==> src/rtl/sdadc_pkg.sv <==
package sdadc_pkg;
  localparam int DEF_IN_W     = 32;
  localparam int DEF_OUT_W    = 24;
  localparam int DEF_CONV_CYC = 163840;
  localparam int DEF_UPD_CYC  = 16;
  localparam int DEF_SYNC_N   = 2;

  typedef struct packed {
    logic upd;   // inside the update window
    logic load;  // last clock of the period: store a result
  } tick_t;
endpackage

==> src/rtl/sdadc_sat.sv <==
module sdadc_sat #(
  parameter int IN_W  = 32,
  parameter int OUT_W = 24
) (
  input  logic [IN_W-1:0]  din,
  output logic [OUT_W-1:0] dout
);
  localparam logic [OUT_W-1:0] POS_MAX = {1'b0, {(OUT_W-1){1'b1}}};
  localparam logic [OUT_W-1:0] NEG_MAX = {1'b1, {(OUT_W-1){1'b0}}};

  generate
    if (IN_W > OUT_W) begin : g_clip
      localparam int HDR_W = IN_W - OUT_W + 1;
      logic [HDR_W-1:0] hdr;
      logic fits;
      assign hdr  = din[IN_W-1:OUT_W-1];
      assign fits = (hdr == {HDR_W{1'b0}}) || (hdr == {HDR_W{1'b1}});
      always_comb begin
        if (fits)                dout = din[OUT_W-1:0];
        else if (din[IN_W-1])    dout = NEG_MAX;
        else                     dout = POS_MAX;
      end
    end else begin : g_pass
      assign dout = din[OUT_W-1:0];
    end
  endgenerate
endmodule

==> src/rtl/sdadc_timer.sv <==
module sdadc_timer
  import sdadc_pkg::*;
#(
  parameter int CONV_CYC = 163840,
  parameter int UPD_CYC  = 16
) (
  input  logic  clk,
  input  logic  rst,
  output tick_t tick
);
  localparam int CNT_W = (CONV_CYC > 2) ? $clog2(CONV_CYC) : 1;
  localparam logic [CNT_W-1:0] LAST  = CNT_W'(CONV_CYC - 1);
  localparam logic [CNT_W-1:0] WSTRT = CNT_W'(CONV_CYC - UPD_CYC);

  logic [CNT_W-1:0] cnt_q;

  always_ff @(posedge clk) begin
    if (rst)               cnt_q <= '0;
    else if (cnt_q == LAST) cnt_q <= '0;
    else                   cnt_q <= cnt_q + 1'b1;
  end

  always_comb begin
    tick.load = (cnt_q == LAST);
    tick.upd  = (cnt_q >= WSTRT);
  end
endmodule

==> src/rtl/sdadc_edge.sv <==
module sdadc_edge #(
  parameter int SYNC_N = 2
) (
  input  logic clk,
  input  logic rst,
  input  logic sclk_i,
  output logic rise
);
  logic [SYNC_N:0] sync_q;

  always_ff @(posedge clk) begin
    if (rst) sync_q <= '0;
    else     sync_q <= {sync_q[SYNC_N-1:0], sclk_i};
  end

  assign rise = sync_q[SYNC_N-1] & ~sync_q[SYNC_N];
endmodule

==> src/rtl/sdadc_shift.sv <==
module sdadc_shift
  import sdadc_pkg::*;
#(
  parameter int OUT_W = 24,
  parameter int PTR_W = 5
) (
  input  logic             clk,
  input  logic             rst,
  input  tick_t            tick,
  input  logic             rise,
  input  logic [OUT_W-1:0] word,
  output logic [PTR_W-1:0] ptr_o,
  output logic             line_o
);
  localparam logic [PTR_W-1:0] LAST_BIT = PTR_W'(OUT_W);
  localparam logic [PTR_W-1:0] DONE     = PTR_W'(OUT_W + 1);

  logic [OUT_W-1:0] sh_q;
  logic [PTR_W-1:0] ptr_q;
  logic             valid_q;
  logic             line_q;

  always_ff @(posedge clk) begin
    if (rst) begin
      sh_q    <= '0;
      ptr_q   <= '0;
      valid_q <= 1'b0;
      line_q  <= 1'b1;
    end else if (tick.load) begin
      sh_q    <= word;
      ptr_q   <= '0;
      valid_q <= 1'b1;
      line_q  <= 1'b0;
    end else if (tick.upd) begin
      ptr_q   <= '0;
      line_q  <= 1'b1;
    end else if (rise && valid_q) begin
      if (ptr_q < LAST_BIT) begin
        line_q <= sh_q[OUT_W-1];
        sh_q   <= {sh_q[OUT_W-2:0], 1'b0};
        ptr_q  <= ptr_q + 1'b1;
      end else if (ptr_q == LAST_BIT) begin
        line_q <= 1'b1;
        ptr_q  <= DONE;
      end
    end
  end

  assign ptr_o  = ptr_q;
  assign line_o = line_q;
endmodule

==> src/rtl/sdadc_serial_port.sv <==
module sdadc_serial_port
  import sdadc_pkg::*;
#(
  parameter int IN_W     = DEF_IN_W,
  parameter int OUT_W    = DEF_OUT_W,
  parameter int CONV_CYC = DEF_CONV_CYC,
  parameter int UPD_CYC  = DEF_UPD_CYC,
  parameter int SYNC_N   = DEF_SYNC_N
) (
  input  logic            clk,
  input  logic            rst,
  input  logic [IN_W-1:0] sample_i,
  input  logic            sclk_i,
  output logic            rdy_dout_o
);
  localparam int PTR_W = $clog2(OUT_W + 2);

  tick_t            tick_w;
  logic             rise_w;
  logic [OUT_W-1:0] sat_w;
  logic [PTR_W-1:0] ptr_w;

  sdadc_timer #(.CONV_CYC(CONV_CYC), .UPD_CYC(UPD_CYC)) u_timer (
    .clk(clk), .rst(rst), .tick(tick_w)
  );

  sdadc_edge #(.SYNC_N(SYNC_N)) u_edge (
    .clk(clk), .rst(rst), .sclk_i(sclk_i), .rise(rise_w)
  );

  sdadc_sat #(.IN_W(IN_W), .OUT_W(OUT_W)) u_sat (
    .din(sample_i), .dout(sat_w)
  );

  sdadc_shift #(.OUT_W(OUT_W), .PTR_W(PTR_W)) u_shift (
    .clk(clk), .rst(rst), .tick(tick_w), .rise(rise_w),
    .word(sat_w), .ptr_o(ptr_w), .line_o(rdy_dout_o)
  );
endmodule

==> config.mk <==
export PLATFORM = sky130hd
export DESIGN_NAME = sdadc_serial_port
export DESIGN_NICKNAME = d
export VERILOG_FILES = /design/src/rtl/sdadc_pkg.sv /design/src/rtl/sdadc_sat.sv /design/src/rtl/sdadc_timer.sv /design/src/rtl/sdadc_edge.sv /design/src/rtl/sdadc_shift.sv /design/src/rtl/sdadc_serial_port.sv
export SDC_FILE = /design/constraint.sdc
export NUM_CORES = 1
export LEC_CHECK = 0
export ABC_CLOCK_PERIOD_IN_PS = 2600
export BUFFER_PORTS_ARGS = -buffer_cell sky130_fd_sc_hd__buf_2
export CAP_MARGIN = 20
export CORE_MARGIN = 2
export CORE_UTILIZATION = 41
export DETAILED_ROUTE_END_ITERATION = 10
export PLACE_DENSITY_LB_ADDON = 0.1
export REMOVE_ABC_BUFFERS = 1
export SLEW_MARGIN = 20
export SYNTH_ARGS = -nofsm -noshare
export SYNTH_HDL_FRONTEND = slang
export SYNTH_SLANG_ARGS = --single-unit
==> constraint.sdc <==
create_clock -name clk -period 2.6 [get_ports clk]
set_clock_uncertainty 0.15 [all_clocks]
set_input_delay 0.52 -clock clk [delete_from_list [all_inputs] [get_ports clk]]
set_output_delay 0.52 -clock clk [all_outputs]
set_load 0.01 [all_outputs]
==> reports/results.tsv <==
stage	metric	value	unit
logic_synthesis	mux cell area share after synthesis	0	%
route	final WL	5150	µm
route	First-pass DRT Iterations	4	
route	ANT nets after route	0	
floorplanning	Die X	80.7	µm
sta	worst setup margin	541	ps
placed_design	Setup WS pre-CTS	518	ps
layout	Final Instance Count excl. Fillers	385	
layout	Finished Cell Area	2750	µm²
route	drt wl/cell	13.4	µm
pwr	PD cells	491	nW/µm²
global_routing	Overflow after GRT	0	
logic_synthesis	mean post-synth cell area	8.62	µm²
cts	H-tree lvl count	2	
cts	clock latency on the worst-skew pair	300	ps
cts	post-CTS sizing	0	
logic_synthesis	fraction of registers with async set/reset	0	%
logic_synthesis	number of enable flip-flop cells after synthesis	0	
placed_design	final RePlAce weighted congestion	0.710	
critical_path	worst setup path category	flop to flop	
critical_path	CP bufs+invs	2	
floorplanning	Die Ht	80.7	µm
layout	# fillers	577	
global_routing	first-pass GRT wire length	8700	µm
critical_path	Setup crit start kind	flop	
sta	Slew @ Worst Pin	472	ps
sta	hold_ws	268	ps
placed_design	HPWL after DPL	3410	µm
cts	Setup Fix Bufs, Post-CTS	0	
sta	final setup fails	0	
sta	Setup TNS Final	0	ps
placed_design	area post-placement	2660	µm²
critical_path	critical path required time	2640	ps
critical_path	slowest cell delay on critical path	400	ps
logic_synthesis	Post-Synthesis Cell Area	2410	µm²
critical_path	Max FO, Critical Path	51	
route	vias	2107	
floorplanning	Initial Util	43.0	%
sta	FMAX	0.486	GHz
logic_synthesis	largest family of logic cells by synthesized area	simple AND/OR/NAND/NOR gates	
cts	CTS Hold Buffers Added	0	
logic_synthesis	Simple-Gate Fraction of Synth Area	22.8	%
critical_path	Worst Path Arrival	2100	ps
logic_synthesis	area share of fa/ha/maj cells after synthesis	2.07	%
global_routing	initial antenna violation count	0	
sta	fin crit share	79.2	%
critical_path	Cell Chain, Critical Path	ha_1 > nand3_1 > nor3_2 > nand4_1 > buf_12 > nand2b_1 > buf_4 > nor2_1	
logic_synthesis	Synth area leaders	dfxtp_1 (43%), a311oi_1 (8.3%), nand2_1 (8.2%)	
layout	Nets	351	
layout	layout cells sized above 1	18.5	%
pwr	leakage power	0.936	nW
floorplanning	I/O pins	36	
logic_synthesis	Synth top area share	43.1	%
layout	Area Growth Syn to Fin	14.0	%
global_routing	number of global-route vias before repair	1910	
logic_synthesis	Gate Count Post-Synth	280	
logic_synthesis	most frequent cell after synthesis	nand2_1	
logic_synthesis	distinct cell type count after synthesis	34	
logic_synthesis	Yosys reg bits	52	
logic_synthesis	Post-synth top cells	nand2_1 (53), dfxtp_1 (52), nor2_1 (29), a211oi_1 (23), a311oi_1 (23)	
global_routing	largest net degree at the start of global routing	52	
cts	root buf cell	clkbuf_8	
cts	CTS tree	done	
layout	number of diodes	0	
floorplanning	core area	5610	µm²
sta	Worst slew margin	68.2	%
critical_path	Slowest-stage cell, CP	dfxtp_1	
route	starting DRC count in detailed routing	148	
logic_synthesis	Synth Area in Compound Gates	20.8	%
cts	CTS Buf Count	5	
sta	Slew Limit Fails	0	
sta	unrepaired setup endpoints after global routing	no	
critical_path	CP Capture Type	flop	
logic_synthesis	Ys Warns	0	
pwr	Worst VDD drop	0.359	mV
placed_design	Placed Cells	377	
critical_path	Top delay family on crit path	simple AND/OR/NAND/NOR gates	
placed_design	Port Buffer Count	35	
logic_synthesis	Post-Synth XOR/XNOR Area	6.17	%
cts	CTS Buffer Depth	2	
job	max-cap violations	0	
route	Via density	5.47	
layout	register area	1040	µm²
sta	final hold violations	0	
logic_synthesis	Seq/Total Area, Yosys	43.1	%
status	outcome	finished, final reports clean	
global_routing	GRT Total Usage	17.0	%
sta	Final min period	2060	ps
layout	multi-input logic area	1250	µm²
cts	Worst-path clk slew	90	ps
floorplanning	row cnt	27	
hold_path	worst min-delay path class	primary input to flop	
floorplanning	die area	6520	µm²
logic_synthesis	prevailing post-synth register cell	dfxtp_1	
cts	clock sink total	52	
route	drt drc	0	
logic_synthesis	cell type with the largest total area after synthesis	dfxtp_1	
[routing by layer]
| metal | vias up | track usage, % | part of all wire, % |
|---|---|---|---|
| met1 | 991 | 22.1 | 50 |
| met5 | - | 0 | 0 |
| li1 | 1075 | - | - |
| met3 | 7 | 3.60 | 3.1 |
| met4 | 0 | 4.58 | 1.0 |
| met2 | 34 | 28.6 | 46 |
[metrics by stage]
step | utilization (%) | total power, mW
2_1_floorplan | - | 0.847
3_3_place_gp | 47.4 | 0.896
3_5_place_dp | 47.4 | 0.897
4_1_cts | 49.1 | 1.37
5_1_grt | 49.1 | 1.41
6_report | 49.1 | 1.35
[cells by family (layout without fill, tap and decap cells)]
| logic type | count (synthesis) | count (layout) |
|---|---|---|
| simple gates | 118 | 118 |
| fa+ha+maj | 4 | 4 |
| xor+xnor | 17 | 17 |
| compound gates | 63 | 63 |
| flops | 52 | 52 |
| buf+inv | 26 | 59 |
[final timing paths]
kind	from	end	slack, ps	cells past startpoint
max	u_timer.cnt_q[0]	u_timer.cnt_q[3]	540	8
min	sclk_i	u_edge.sync_q[0]	270	2
max reg2reg	u_timer.cnt_q[0]	u_timer.cnt_q[3]	540	8
min reg2reg	u_edge.sync_q[0]	u_edge.sync_q[1]	300	1
[report_power, final]
part           total [mW]  switching (mW)  internal (mW)
logic              0.0710          0.0409         0.0301
clock network       0.474           0.261          0.213
registers           0.806         0.00473          0.801
total                1.35           0.306           1.04
[placed cells by master, fill, tap and decap left out, types with 6 or more instances in the layout]
cell type,synthesis,final
a211oi_1,23,23
nor2_1,29,29
xnor2_1,6,6
clkbuf_8,0,6
a311oi_1,23,23
nand2_1,53,53
dfxtp_1,52,52
buf_2,7,35
buf_4,0,7
inv_1,8,8
xor2_1,11,11
nand4_1,7,7
nand3_1,9,9
[final cells by class]
class / count / area share (%)
Clock buffer: 6 / 3.00
Clock inverter: 2 / 0.364
Multi-Input combinational cell: 202 / 45.5
Tap cell: 72 / 3.27
Inverter: 8 / 1.09
Timing Repair Buffer: 43 / 9.00
Sequential cell: 52 / 37.8
[state kept, by name, indices dropped and copies added, names as in the netlist]
register,count
u_shift.valid_q,1
u_timer.cnt_q,18
u_shift.sh_q,24
u_shift.line_o,1
u_edge.sync_q,3
u_shift.ptr_o,5
[worst register-to-register path, cell delays in order, from the launching register on]
cell and delay [ps]:
dfxtp_1 400, ha_1 210, nand3_1 150, nor3_2 240, nand4_1 200, buf_12 230
nand2b_1 90, buf_4 220, nor2_1 80
(Power assumes the default switching activity.)
